## src/rtl/gray_enc_stage.sv

```systemverilog
module gray_enc_stage #(
    parameter int WIDTH = 8
) (
    input  logic [WIDTH-1:0] bin_d,
    output logic [WIDTH-1:0] gray_d
);
    // Each Gray bit below the MSB is the XOR of two adjacent binary bits.
    for (genvar i = 0; i < WIDTH - 1; i++) begin : g_xor
        assign gray_d[i] = bin_d[i] ^ bin_d[i+1];
    end
    // The Gray MSB copies the binary MSB.
    assign gray_d[WIDTH-1] = bin_d[WIDTH-1];
endmodule

```

## src/rtl/bin_next_stage.sv

```systemverilog
module bin_next_stage #(
    parameter int WIDTH = 8
) (
    input  logic [WIDTH-1:0] bin_q,
    input  logic             rst,
    input  logic             en,
    output logic [WIDTH-1:0] bin_d
);
    localparam logic [WIDTH-1:0] ONE = WIDTH'(1);

    always_comb begin
        if (rst)
            bin_d = '0;
        else if (en)
            bin_d = bin_q + ONE;   // wraps naturally modulo 2^WIDTH
        else
            bin_d = bin_q;
    end
endmodule

```

## src/rtl/gray_bin_counter.sv

```systemverilog
module gray_bin_counter #(
    parameter int WIDTH = 8
) (
    input  logic             clk,
    input  logic             rst,
    input  logic             en,
    output logic [WIDTH-1:0] bin_o,
    output logic [WIDTH-1:0] gray_o
);
    // the width must be at least two bits.
    initial begin
        if (WIDTH < 2) $error("gray_bin_counter: WIDTH must be >= 2");
    end

    typedef struct packed {
        logic [WIDTH-1:0] bin;
        logic [WIDTH-1:0] gray;
    } cnt_t;

    cnt_t cnt_d, cnt_q;
    logic [WIDTH-1:0] bin_nx_d, gray_nx_d;

    bin_next_stage #(.WIDTH(WIDTH)) u_bin_next (
        .bin_q (cnt_q.bin),
        .rst   (rst),
        .en    (en),
        .bin_d (bin_nx_d)
    );

    // The Gray next value is taken from the binary next value, not from the register.
    gray_enc_stage #(.WIDTH(WIDTH)) u_gray_enc (
        .bin_d  (bin_nx_d),
        .gray_d (gray_nx_d)
    );

    always_comb begin
        cnt_d      = cnt_q;
        cnt_d.bin  = bin_nx_d;
        cnt_d.gray = gray_nx_d;
    end

    always_ff @(posedge clk) begin
        cnt_q <= cnt_d;
    end

    assign bin_o  = cnt_q.bin;
    assign gray_o = cnt_q.gray;

    // Assertions
    logic past_ok_q;
    always_ff @(posedge clk) past_ok_q <= 1'b1;

    a_r1_reset_clears: assert property (@(posedge clk)
        rst |=> (bin_o == '0 && gray_o == '0));

    a_r2_increment: assert property (@(posedge clk) disable iff (rst)
        (past_ok_q && en) |=> bin_o == $past(bin_o) + WIDTH'(1));

    a_r3_hold: assert property (@(posedge clk) disable iff (rst)
        (past_ok_q && !en) |=> ($stable(bin_o) && $stable(gray_o)));

    a_r4_gray_matches: assert property (@(posedge clk) disable iff (rst)
        past_ok_q && !$past(rst) |-> gray_o == (bin_o ^ (bin_o >> 1)));

    a_r5_single_bit: assert property (@(posedge clk) disable iff (rst)
        (past_ok_q && en) |=> $countones(gray_o ^ $past(gray_o)) == 1);

    a_r6_wrap: assert property (@(posedge clk) disable iff (rst)
        (past_ok_q && en && bin_o == '1) |=> (bin_o == '0 && gray_o == '0));
endmodule

```

## config.mk

```make
export PLATFORM = sky130hd
export DESIGN_NAME = gray_bin_counter
export DESIGN_NICKNAME = d
export VERILOG_FILES = /design/src/rtl/gray_enc_stage.sv /design/src/rtl/bin_next_stage.sv /design/src/rtl/gray_bin_counter.sv
export SDC_FILE = /design/constraint.sdc
export NUM_CORES = 1
export LEC_CHECK = 0
export BUFFER_PORTS_ARGS = -buffer_cell sky130_fd_sc_hd__buf_2
export CAP_MARGIN = 20
export CELL_PAD_IN_SITES_DETAIL_PLACEMENT = 0
export CELL_PAD_IN_SITES_GLOBAL_PLACEMENT = 1
export CORE_AREA = 4 4 46 48
export DETAILED_ROUTE_END_ITERATION = 10
export DIE_AREA = 0 0 50 52
export GPL_TIMING_DRIVEN = 0
export PLACE_DENSITY_LB_ADDON = 0.08
export SKIP_LAST_GASP = 1
export SLEW_MARGIN = 40
export SYNTH_ARGS = -nofsm -noshare
export SYNTH_HDL_FRONTEND = slang
export SYNTH_SLANG_ARGS = --single-unit
```

## constraint.sdc

```tcl
create_clock -name clk -period 4.35 [get_ports clk]
set_input_delay 0.6525 -clock clk [delete_from_list [all_inputs] [get_ports clk]]
set_output_delay 0.6525 -clock clk [all_outputs]
set_load 0.005 [all_outputs]
```

# After elaboration in Yosys (flattened, before gate mapping)
# Index checks and enable logic that the tools add are counted.
# word_totals
input_bits	3
out_inout_bits	16
reg_bits	16
word_cells	12
# classes
addsub	1
bitwise_logic	7
n_mux	2
# op_table
operator	n
two-way mux 8 bit	2
adder 8 x 1 -> 8 bit (second input constant)	1
XOR 1 bit	7

# Depth between registers and ports, before layout
# depth
word_depth	4
depth_mapped	5
mapped_depth_nobuf	5

# Hierarchy
# From an unflattened synthesis, not the netlist that was laid out.
# hier_totals
hier_cells	53
area_unflattened_um2	568.0
# by_module_without_submodules
mod	cells_per_inst	seq_area_each_um2	n_inst	area_each_um2
gray_bin_counter	16	320.3	1	320.3
bin_next_stage	29	0.0	1	178.9
gray_enc_stage	8	0.0	1	68.8

# Least setup slack after synthesis
# OpenSTA, ideal clock, no wires.
# synth_path
path_type	in2reg
start	input en
end	register cnt_q, in the netlist gray_o[6]
path_stages	4
arrival_time_ns	1.533
setup_slack_ns	2.696
setup_time_ns	0.121
required_time_ns	4.229
cell_sequence	buf_4 -> nand4_2 -> o32ai_1 -> mux2_2
# synth_via
elab_chain_len	3
# synth_rtl
item	line_no	text
from (decl)	gray_bin_counter.sv:6	input logic en,
two-way mux 8 bit	bin_next_stage.sv:14	else if (en)
two-way mux 8 bit	bin_next_stage.sv:12	if (rst)
XOR 1 bit	gray_enc_stage.sv:9	assign gray_d[i] = bin_d[i] ^ bin_d[i+1];
net gray_nx_d[6]	gray_bin_counter.sv:21	logic [WIDTH-1:0] bin_nx_d, gray_nx_d;
to (signal assigned)	gray_bin_counter.sv:43	cnt_q <= cnt_d;
to (decl)	gray_bin_counter.sv:20	cnt_t cnt_d, cnt_q;
# The timed path passes the listed nets, and every way through them passes these cells.

==> results.yml <==
logic_synthesis:
  netlist_area_um2: 626
  synth_top_area_cell: "dfxtp_1"
  avgSynthCellArea_um2: 10.1
  synth_top_family_by_area: "XOR/XNOR gates"
  synthArstFlopShare: 0
  syn_nets: 66
  synthMuxAreaShare: 0.0340
  ys_warn_count: 0
  synth_enable_flop_cells: 0
  synth_ff_type: "dfxtp_1"
  synth_common_cells: "15 x dfxtp_1, 10 x nor2_1, 6 x xnor2_1, 6 x xor2_1, 4 x nand2_1"
  synth-compound-area-share: 0.0440
  synthXorXnorAreaFrac: 0.206
  yosys.area_share.adder: 0.0200
  ys_ff_latch: 15
  netlist_instances: 62
  synth_area_leaders: "dfxtp_1 48%, xnor2_1 8.4%, xor2_1 8.4%"
  synth_cell_types: 22
  post-synth-top-count-cell: "dfxtp_1"
  synth-simple-area-share: 0.178
  synth.yosys.seq_area_share: 0.480
  synth_top_area_frac: 0.480
timing:
  worstMarginPinSlew_ns: 0.264
  setup_viol: 0
  period_share: 0.358
  drv_slew: 0
  rsz0062_at_grt: "false"
  fin_skew_ns: 0.00115
  hold_viol_final: 0
  fmax_mhz: 641
  slew_headroom: 0.823
  period_needed_ns: 1.56
  tns_ns: 0
power_and_ir_drop:
  combPwrFrac: 0.075
  p_switching_uw: 55.2
  clockPowerShare: 0.323
  p_sw_frac: 0.229
  power_density_nw_per_um2: 315
  static-leakage-power_nw: 0.369
  pwr-share-seq: 0.601
  p_int_uw: 186
  vdd_drop_max_mv: 0.157
detailed_routing:
  via_per_inst: 4.33
  wl_per_cell_um: 10.0
  dr_total_vias: 468
  ant_nets: 0
  wl_um: 1080
  drtIter0Drc: 5
  drc: 0
  firstDrtPassIters: 2
clock_tree:
  cts-root-buf: "clkbuf_4"
  cts_tree: "yes"
  clk_pin_slew_ns: 0.09
  ctsResizeCount: 0
  post-cts-setup-buffers: 0
  clock_sinks: 15
  hold_buffers: 0
  htreeDepth: 1
  numCtsBuffers: 3
  clk_latency_ns: 0.27
  cts_max_path_buffers: 2
layout:
  areaGrowthSynthToFinish_pct: 22.8
  finish.utilization: 0.450
  finalNetCount: 88
  n_antenna_cell: 0
  drive_gt1_frac: 0.313
critical_path:
  crit_arrival_ns: 0.91
  crit_type: "register to output pin"
  worstSetupStartpointType: "register"
  cp.required_ns: 3.70
  cp-end-kind: "output pin"
  ff2ff_path_depth: 4
  worstPathMaxFanout: 5
min_path:
  whs_path_depth: 2
  hold_class: "register to register"
grt:
  grt_pass1_wl_um: 1910
  overflow: 0
  first_global_vias: 458
  grt_max_degree: 11
  antenna_found_initial: 0
  grt_usage: 0.101
placed_design:
  port_buffers: 17
  dp_hpwl_um: 835
  routabilityCongestion: 0.685
run_status:
  outcome: "complete, no violations"
floorplan:
  core_area_um2: 1710
  die_h_um: 52
  dieArea_um2: 2600
  initial_utilization: 0.366
  die_w_um: 50
  fp-row-count: 15
  pin_count: 19
job:
  max_cap_viol_count: 0
[stage by stage]
step	instance area, um^2	power (mW)	hold slack [ns]	instances	worst slack (ns)
floorplan	626	0.160	0.546	62	2.70
global placement	742	0.167	0.563	104	2.59
detailed placement	742	0.167	0.567	104	2.59
CTS	768	0.246	0.579	108	2.77
global route	768	0.259	0.623	108	2.69
finish	768	0.242	0.574	108	2.79
[placed cells by master (no fill, tap or decap)]
cell type	synthesis	layout
nor2_1	10	10
clkbuf_1	0	1
mux2_2	1	1
a21oi_2	1	1
o21ai_0	2	2
clkbuf_4	0	3
nand4_2	1	1
or3_1	1	1
mux2i_1	1	1
ha_1	1	1
nor2b_1	1	1
dfxtp_1	15	15
xnor2_1	6	6
buf_4	2	2
xor3_1	1	1
nand2_1	4	4
nand4_1	2	2
xor2_1	6	6
buf_2	1	18
nand3_1	2	2
o32ai_1	1	1
nand2b_1	1	1
nor3_1	1	1
inv_1	1	1
[path summary, 6_finish.rpt]
check | from | to | slack (ns)
max | bin_o[7] | gray_o[7] | 2.79
min | bin_o[5] | bin_o[5] | 0.57
max reg2reg | bin_o[0] | gray_o[6] | 2.82
min reg2reg | bin_o[5] | bin_o[5] | 0.57
[area by class of cell]
type / instances / area [um^2]
buffer: 3 / 20.0
clock buffer: 4 / 26.3
inverter: 1 / 3.75
tap: 25 / 31.3
timing repair buffer: 17 / 85.1
fill: 184 / 940
multi-input combinational: 43 / 302
sequential: 15 / 300
[worst max-delay path, stage by stage, from the launching register on]
cell and delay [ns]:
dfxtp_1 0.41, buf_4 0.13, buf_2 0.09
[layer usage]
| layer | wire [um] | up-vias | GRT usage |
|---|---|---|---|
| li1 | - | 245 | - |
| met2 | 489 | 9 | 0.152 |
| met5 | 0 | - | 0 |
| met3 | 43 | 2 | 0.0344 |
| met4 | 13 | 0 | 0.0829 |
| met1 | 535 | 212 | 0.115 |
[cell families (layout without fill, tap and decap cells)]
group / after synthesis / after routing
xor+xnor: 13 / 13
fa+ha+maj: 1 / 1
mux: 2 / 2
flops: 15 / 15
simple gates: 23 / 23
compound gates: 4 / 4
buf+inv: 4 / 25
[flip-flops by register name (all words and copies together) (netlist names)]
name    cells
bin_o       8
gray_o      7
[power groups by stage]
stage | combinational [mW] | sequential (mW) | clock (mW)
5_1_grt | 0.0208 | 0.146 | 0.0919
3_5_place_dp | 0.0187 | 0.149 | 0
2_1_floorplan | 0.0106 | 0.149 | 0
3_3_place_gp | 0.0185 | 0.149 | 0
6_report | 0.0182 | 0.145 | 0.0781
4_1_cts | 0.0187 | 0.145 | 0.0815
Note: power is estimated with default switching activity, not from simulation.
